===== config.mk =====
export PLATFORM = sky130hd
export DESIGN_NAME = wdi_activity_watchdog
export DESIGN_NICKNAME = d
export VERILOG_FILES = /design/src/rtl/wdk_pkg.sv /design/src/rtl/wdk_sync.sv /design/src/rtl/wdk_filter.sv /design/src/rtl/wdk_timer.sv /design/src/rtl/wdi_activity_watchdog.sv
export SDC_FILE = /design/constraint.sdc
export NUM_CORES = 1
export LEC_CHECK = 0
export ABC_CLOCK_PERIOD_IN_PS = 2400
export CAP_MARGIN = 40
export CORE_MARGIN = 2
export CORE_UTILIZATION = 45
export CTS_CLUSTER_DIAMETER = 120
export CTS_CLUSTER_SIZE = 28
export DETAILED_ROUTE_END_ITERATION = 6
export MAX_ROUTING_LAYER = met4
export PLACE_DENSITY = 0.59
export SETUP_SLACK_MARGIN = 0.5
export SYNTH_ARGS = -nofsm -noshare
export SYNTH_HDL_FRONTEND = slang
export SYNTH_SLANG_ARGS = --single-unit

===== constraint.sdc =====
create_clock -name clk -period 2.4 [get_ports clk]
set_input_delay 0.36 -clock clk [delete_from_list [all_inputs] [get_ports clk]]
set_output_delay 0.36 -clock clk [all_outputs]
set_load 0.01 [all_outputs]

===== src/rtl/wdk_pkg.sv =====
package wdk_pkg;
  typedef enum logic [1:0] {
    WD_RUN  = 2'd0,
    WD_TRIP = 2'd1,
    WD_UVLO = 2'd2
  } wd_state_e;
endpackage


===== src/rtl/wdk_sync.sv =====
module wdk_sync #(
  parameter int STAGES = 2
) (
  input  logic clk,
  input  logic rst_n,
  input  logic d_i,
  output logic q_o
);
  logic [STAGES-1:0] chain_q;

  for (genvar i = 0; i < STAGES; i++) begin : g_stage
    if (i == 0) begin : g_first
      always_ff @(posedge clk or negedge rst_n) begin
        if (!rst_n) chain_q[0] <= 1'b0;
        else        chain_q[0] <= d_i;
      end
    end else begin : g_rest
      always_ff @(posedge clk or negedge rst_n) begin
        if (!rst_n) chain_q[i] <= 1'b0;
        else        chain_q[i] <= chain_q[i-1];
      end
    end
  end

  assign q_o = chain_q[STAGES-1];
endmodule


===== src/rtl/wdk_filter.sv =====
module wdk_filter #(
  parameter int MIN_PULSE_CYC = 4
) (
  input  logic clk,
  input  logic rst_n,
  input  logic lvl_i,
  output logic kick_o
);
  localparam int CW = $clog2(MIN_PULSE_CYC + 1);
  localparam logic [CW-1:0] LAST = CW'(MIN_PULSE_CYC - 1);

  logic          acc_q, acc_d;
  logic [CW-1:0] run_q, run_d;
  logic          kick_q, kick_d;

  always_comb begin
    acc_d  = acc_q;
    run_d  = '0;
    kick_d = 1'b0;
    if (lvl_i != acc_q) begin
      if (run_q == LAST) begin
        acc_d  = lvl_i;
        kick_d = 1'b1;
      end else begin
        run_d = run_q + 1'b1;
      end
    end
  end

  always_ff @(posedge clk or negedge rst_n) begin
    if (!rst_n) begin
      acc_q  <= 1'b0;
      run_q  <= '0;
      kick_q <= 1'b0;
    end else begin
      acc_q  <= acc_d;
      run_q  <= run_d;
      kick_q <= kick_d;
    end
  end

  assign kick_o = kick_q;

  // a newly accepted level is the one the synchronizer presented
  assert_accept_matches_input_R5: assert property (@(posedge clk) disable iff (!rst_n)
    (acc_q != $past(acc_q)) |-> ($past(lvl_i) == acc_q));

  // the run counter never passes the acceptance point
  assert_run_bounded_R5: assert property (@(posedge clk) disable iff (!rst_n)
    run_q <= LAST);
endmodule


===== src/rtl/wdk_timer.sv =====
module wdk_timer #(
  parameter int TIMEOUT_CYC = 1000
) (
  input  logic clk,
  input  logic rst_n,
  input  logic clr_i,
  output logic exp_o
);
  localparam int CW = $clog2(TIMEOUT_CYC + 1);
  localparam logic [CW-1:0] LIMIT = CW'(TIMEOUT_CYC);

  logic [CW-1:0] cnt_q, cnt_d;
  logic          at_limit;

  assign at_limit = (cnt_q == LIMIT);

  always_comb begin
    if (clr_i)         cnt_d = '0;
    else if (at_limit) cnt_d = cnt_q;
    else               cnt_d = cnt_q + 1'b1;
  end

  always_ff @(posedge clk or negedge rst_n) begin
    if (!rst_n) cnt_q <= '0;
    else        cnt_q <= cnt_d;
  end

  assign exp_o = at_limit;

  assert_count_bounded_R3: assert property (@(posedge clk) disable iff (!rst_n)
    cnt_q <= LIMIT);

  assert_clear_restarts_R2: assert property (@(posedge clk) disable iff (!rst_n)
    clr_i |=> (cnt_q == '0));

  assert_expiry_after_quiet_R3: assert property (@(posedge clk) disable iff (!rst_n)
    $rose(exp_o) |-> ($past(cnt_q) == LIMIT - 1'b1));
endmodule


===== src/rtl/wdi_activity_watchdog.sv =====
module wdi_activity_watchdog
  import wdk_pkg::*;
#(
  parameter int TIMEOUT_CYC   = 1600000,
  parameter int MIN_PULSE_CYC = 4,
  parameter int SYNC_STAGES   = 2
) (
  input  logic clk,
  input  logic por_n,
  input  logic wdi,
  input  logic vcc_ok,
  output logic wdo_n
);
  logic      wdi_s;
  logic      kick;
  logic      expired;
  logic      tmr_clr;
  wd_state_e state_q, state_d;

  wdk_sync #(.STAGES(SYNC_STAGES)) u_sync (
    .clk   (clk),
    .rst_n (por_n),
    .d_i   (wdi),
    .q_o   (wdi_s)
  );

  wdk_filter #(.MIN_PULSE_CYC(MIN_PULSE_CYC)) u_filter (
    .clk    (clk),
    .rst_n  (por_n),
    .lvl_i  (wdi_s),
    .kick_o (kick)
  );

  // Undervoltage holds the count at zero so it restarts on recovery
  assign tmr_clr = kick | ~vcc_ok;

  wdk_timer #(.TIMEOUT_CYC(TIMEOUT_CYC)) u_timer (
    .clk   (clk),
    .rst_n (por_n),
    .clr_i (tmr_clr),
    .exp_o (expired)
  );

  always_comb begin
    state_d = state_q;
    if (!vcc_ok) begin
      state_d = WD_UVLO;
    end else begin
      case (state_q)
        WD_RUN:  if (expired && !kick) state_d = WD_TRIP;
        WD_TRIP: if (kick)             state_d = WD_RUN;
        WD_UVLO:                       state_d = WD_RUN;
        default:                       state_d = WD_RUN;
      endcase
    end
  end

  always_ff @(posedge clk or negedge por_n) begin
    if (!por_n) state_q <= WD_RUN;
    else        state_q <= state_d;
  end

  assign wdo_n = (state_q == WD_RUN);

  assert_undervolt_low_R7: assert property (@(posedge clk) disable iff (!por_n)
    !vcc_ok |=> !wdo_n);

  assert_kick_releases_R6: assert property (@(posedge clk) disable iff (!por_n)
    (kick && vcc_ok) |=> wdo_n);

  assert_fault_needs_expiry_R3: assert property (@(posedge clk) disable iff (!por_n)
    ($fell(wdo_n) && $past(vcc_ok)) |-> $past(expired));

  assert_recovery_releases_R8: assert property (@(posedge clk) disable iff (!por_n)
    $rose(vcc_ok) |=> wdo_n);
endmodule


# Word-level counts from Yosys, hierarchy flattened
# Cells that the tools add are included.
# totals
register_bits	30
latch_bits	0
ram_bits	0
romBits	0
wordCells	33
memories	0
# op_classes
add_sub_neg	2
n_mul	0
div_mod_pow	0
magnitude_cmp	0
eq_ne	7
n_shift	0
mux	10
bitwise	2
n_reduce_logical	5
# ops
operator	count
$mux 21	2
$add 21x1->21 const B	1
$eq 21x21->1 const B	1
$mux 2	3
$mux 3	2
$ne 3x2->1 const B	2
$pmux 2 s2	1
$reduce_and 2->1	2
$add 3x1->3 const B	1
$eq 3x2->1 const B	1
$eq 2x1->1 const B	1
$logic_not 2->1	1
$mux 1	2
$ne 2x1->1 const B	1
$logic_and 1x1->1	1
$logic_not 1->1	1
$ne 1x1->1	1
$not 1->1	1
$or 1x1->1	1

# Depth between registers and ports, before layout
# logic_depth
word_depth	5
ltp_mapped	6
depth_no_buf	6

# Modules after synthesis
# A second synthesis with hierarchy kept.
# hier_totals
hier_cells	146
hier_area_um2	1485.2
# by_module_without_submodules
module	n_inst	cells_each	area_each_um2	seq_area_each_um2
wdk_timer	1	124	1152.4	525.5
wdk_filter	1	13	197.7	125.1
wdi_activity_watchdog	1	7	85.1	50.0
wdk_sync	1	2	50.0	50.0

# Worst setup path after synthesis
# No wires, ideal clock.
# synth_timing
path_kind	reg-to-reg
from	register u_timer.cnt_q[7]
to	register u_timer.cnt_q[2]
arrival_time_ps	1718
required_ps	2321
slack_ps	603
stages_incl_launch_ff	5
path_buffers	0
synth_period_minus_slack_ps	1797
path_cell_list	dfrtp_1 -> or4_4 -> or4_4 -> o21ai_2 -> mux2i_1
# synth_via
elab_chain_cells	2
# synth_rtl
element	line_no	text
from (decl)	wdk_timer.sv:12	logic [CW-1:0] cnt_q, cnt_d;
from (signal assigned)	wdk_timer.sv:25	else cnt_q <= cnt_d;
$eq 21x21->1	wdk_timer.sv:15	assign at_limit = (cnt_q == LIMIT);
$ne 2x1->1 (no source line)	--	
# No other way between the ends.
# A chain may end at the register's enable or synchronous reset.

# Final worst setup path
# layout_timing
from	register u_timer.cnt_q[8]
to	register u_timer.cnt_q[2]
# Same word-level chain as after synthesis.

==> impl_metrics.tcl <==
set metrics [dict create \
    syn_area_per_cell_um2 10.2 \
    startpoint_type "flop" \
    grt_pass1_vias 999 \
    syn-instance-count 145 \
    syn2layout_area_growth_pct 12.4 \
    grt_start_max_net_pins 31 \
    clock_latency_ps 330 \
    ant_nets 0 \
    max_freq_mhz 540 \
    worstSetupPathType "reg2reg" \
    setup-tns-final_ps 0 \
    r2r-end "u_timer.cnt_q[2]$_DFFE_PN0P_" \
    yosys.area.top_type "dfrtp_1" \
    ys_async_sr_fraction_pct 100 \
    ys_ff_latch 30 \
    rsz0062_at_grt "yes" \
    crit_path_start "u_timer.cnt_q[8]$_DFFE_PN0P_" \
    wl_per_cell_um 13.5 \
    outcome "finished, final reports clean" \
    antenna_found_initial 0 \
    synth_fp_nets 152 \
    worstPathRequired_ps 2650 \
    clockBufferDepth 2 \
    powerDensity_mw_per_mm2 611 \
    fp.dieW_um 61.4 \
    tritoncts "yes" \
    dieArea_mm2 0.00377 \
    cts_sinks 30 \
    synthTopCellsByArea "dfrtp_1 51%, nor2_1 4.8%, xnor2_1 4.1%, nand3_1 3.0%, xor2_1 3.0%" \
    dpl_worst_slack_ps 471 \
    dp.cells 193 \
    arrival_ps 2100 \
    grt-ovfl-total 0 \
    syn_area_mm2 0.00148 \
    hpwl_mm 1.91 \
    synth.distinct_cells 34 \
    grt_pass1_wl_mm 4.74 \
    slowest_stage "or4_4" \
    routed_wl_mm 2.72 \
    fp.dieH_um 61.4 \
    clock_skew_ps 12.2 \
    slew_headroom_pct 69.2 \
    maxCapViolCount 0 \
    path_cells "or4_4 > or4_4 > o21ai_2 > mux2i_1" \
    numCtsBuffers 5 \
    slew_viol_final 0 \
    rows 20 \
    cpPeakStageDelay_ps 550 \
    nets 164 \
    synth_top_area_share_pct 50.7 \
    power.leakage_nw 0.756 \
    tightest_slew_ps 457 \
    hold_class "reg2reg" \
    hold_viol_final 0 \
    final_layout_size_suffix_gt1_share_pct 14.6 \
    cts_hold_buf 0 \
    ir_worst_vdd_mv 0.374 \
    gr-usage-all-layers_pct 18.6 \
    timing.rr.start "u_timer.cnt_q[8]$_DFFE_PN0P_" \
    cts-root-buf "clkbuf_4" \
    postLayoutCellArea_mm2 0.00167 \
    drtPass1Iterations 4 \
    synth-seq-area-share_pct 50.7 \
    timing.hold.ws_ps 371 \
    cp_common_cell "or4_4" \
    vias 1078 \
    drt_iter0_drc 42 \
    finalSetupViolCount 0 \
    coreArea_mm2 0.00310 \
    num_antenna_cells 0 \
    start_util_pct 47.7 \
    synth_edf_count 0 \
    critical_path_peak_fanout 3 \
    drc_errors 0 \
    final_cells 202 \
    worst_slack_ps 550 \
    io_pins 5 \
    r2r_cells 4 \
    postPlaceCellArea_mm2 0.00158 \
    cp-end-kind "flop" \
    io_buffers 4 \
    gp_congestion 0.824 \
    h-tree-depth 2 \
    fin_crit_ps 1850 \
    final_core_util_pct 53.7 \
    crit_end "u_timer.cnt_q[2]$_DFFE_PN0P_" \
    r2r_slack_ps 550 \
    synthFlopType "dfrtp_1" \
    p_total_mw 1.02 \
    yosys_warnings 0 \
    period_share_pct 77.1 \
    clk_pin_slew_ps 100 \
    nFillCells 290 \
    viasPerCell 5.34 \
    hold_start "u_sync.chain_q[0]$_DFF_PN0_" \
]
[area by class of cell]
class | count | area (um2) | share of cell area [%]
flip-flops and latches | 30 | 751 | 45.1
multi-input cells | 106 | 703 | 42.2
repair buffers | 8 | 70.1 | 4.21
well taps | 44 | 55.1 | 3.31
clock buffers | 6 | 51.3 | 3.08
inverters | 6 | 22.5 | 1.35
clock inverters | 2 | 12.5 | 0.751
[flip-flops by register name, indices dropped and copies added, names as in the netlist]
register         flops
u_timer.cnt_q       21
u_filter.run_q       3
state_q              2
u_filter.acc_q       1
u_filter.kick_o      1
u_sync.chain_q       1
u_sync.q_o           1
[layer usage]
| layer | vias to the layer above | global-route usage [%] | wire length (um) |
|---|---|---|---|
| li1 | 529 | - | - |
| met1 | 514 | 26.0 | 1240 |
| met2 | 31 | 24.8 | 1210 |
| met3 | 4 | 5.67 | 217 |
| met4 | 0 | 8.21 | 49 |
| met5 | - | - | 0 |
[power by group]
part / switching (mW) / total [mW] / internal (mW)
sequential: 0.0248 / 0.565 / 0.540
clock: 0.178 / 0.319 / 0.141
combinational: 0.0718 / 0.133 / 0.0616
total: 0.275 / 1.02 / 0.742
[synth_stat cells (4+ instances only)]
master	number
nand4_1	6
dfrtp_1	30
xnor2_1	7
xor2_1	5
nor2b_1	4
a21oi_1	4
nand2_1	11
mux2i_1	4
nor2_1	19
inv_1	6
nand2b_1	4
nand3_1	9
[critical path: cells and delay by family, from the launching register on]
kind            cells  cell delay [ps]
simple gates        2             1000
mux                 1              180
compound gates      1              160
flops               1              420
[cells by family after synthesis]
family | after synthesis | share of synthesized area (%)
and+or+nand+nor | 73 | 27.5
DFF | 30 | 50.7
AOI/OAI and AO/OA | 12 | 5.41
xor gates and xnor gates | 12 | 7.09
buffers and inverters | 9 | 2.53
muxes | 6 | 4.22
adders and majority gates | 3 | 2.53
[how the worst min path moves through the flow]
stage	endpoint	slack, ps	cells past startpoint
after floorplan	state_q[0]$_DFFE_PN0P_	60	0
after global placement	u_sync.q_o$_DFF_PN0_	340	0
after detailed placement	u_sync.q_o$_DFF_PN0_	340	0
after CTS	u_sync.q_o$_DFF_PN0_	370	0
after global routing	u_sync.q_o$_DFF_PN0_	380	0
final	u_sync.q_o$_DFF_PN0_	370	0
[cells in the final DEF, fill, tap and decap left out]
cell type        synthesis  layout
o21ai_2                  1       2
a21oi_1                  4       4
clkbuf_4                 0       5
or3_1                    2       2
nor4_2                   0       1
dfrtp_1                 30      30
a31oi_1                  2       2
nor4_4                   1       1
o21ai_0                  2       1
clkdlybuf4s50_1          0       4
or2b_2                   1       1
xnor2_1                  7       7
nor2b_1                  4       4
nor4_1                   3       2
clkinvlp_4               0       1
and2_1                   1       1
mux2_2                   2       2
buf_4                    1       4
mux2i_1                  4       4
nor3_1                   3       3
nor2_1                  19      19
nor4b_1                  1       1
nor3b_1                  1       1
nand2b_1                 4       4
nand2_1                 11      11
nor3_2                   1       1
and3_1                   2       2
ha_1                     3       3
a41o_1                   2       2
and4b_1                  1       1
nand3_1                  9       9
clkinv_2                 0       1
xor2_1                   5       5
clkbuf_8                 0       1
or4_4                    2       2
nand4_1                  6       6
and4_1                   1       1
a31o_2                   1       1
inv_1                    6       6
[repair_timing]
action / 4_1_cts / 5_1_grt
cloned: 0 / 0
pin swaps: 0 / 4
setup buffers: 0 / 1
setup endpoints to repair: 3 / 7
resized for setup: 1 / 2
Note: power is estimated with default switching activity, not from simulation.
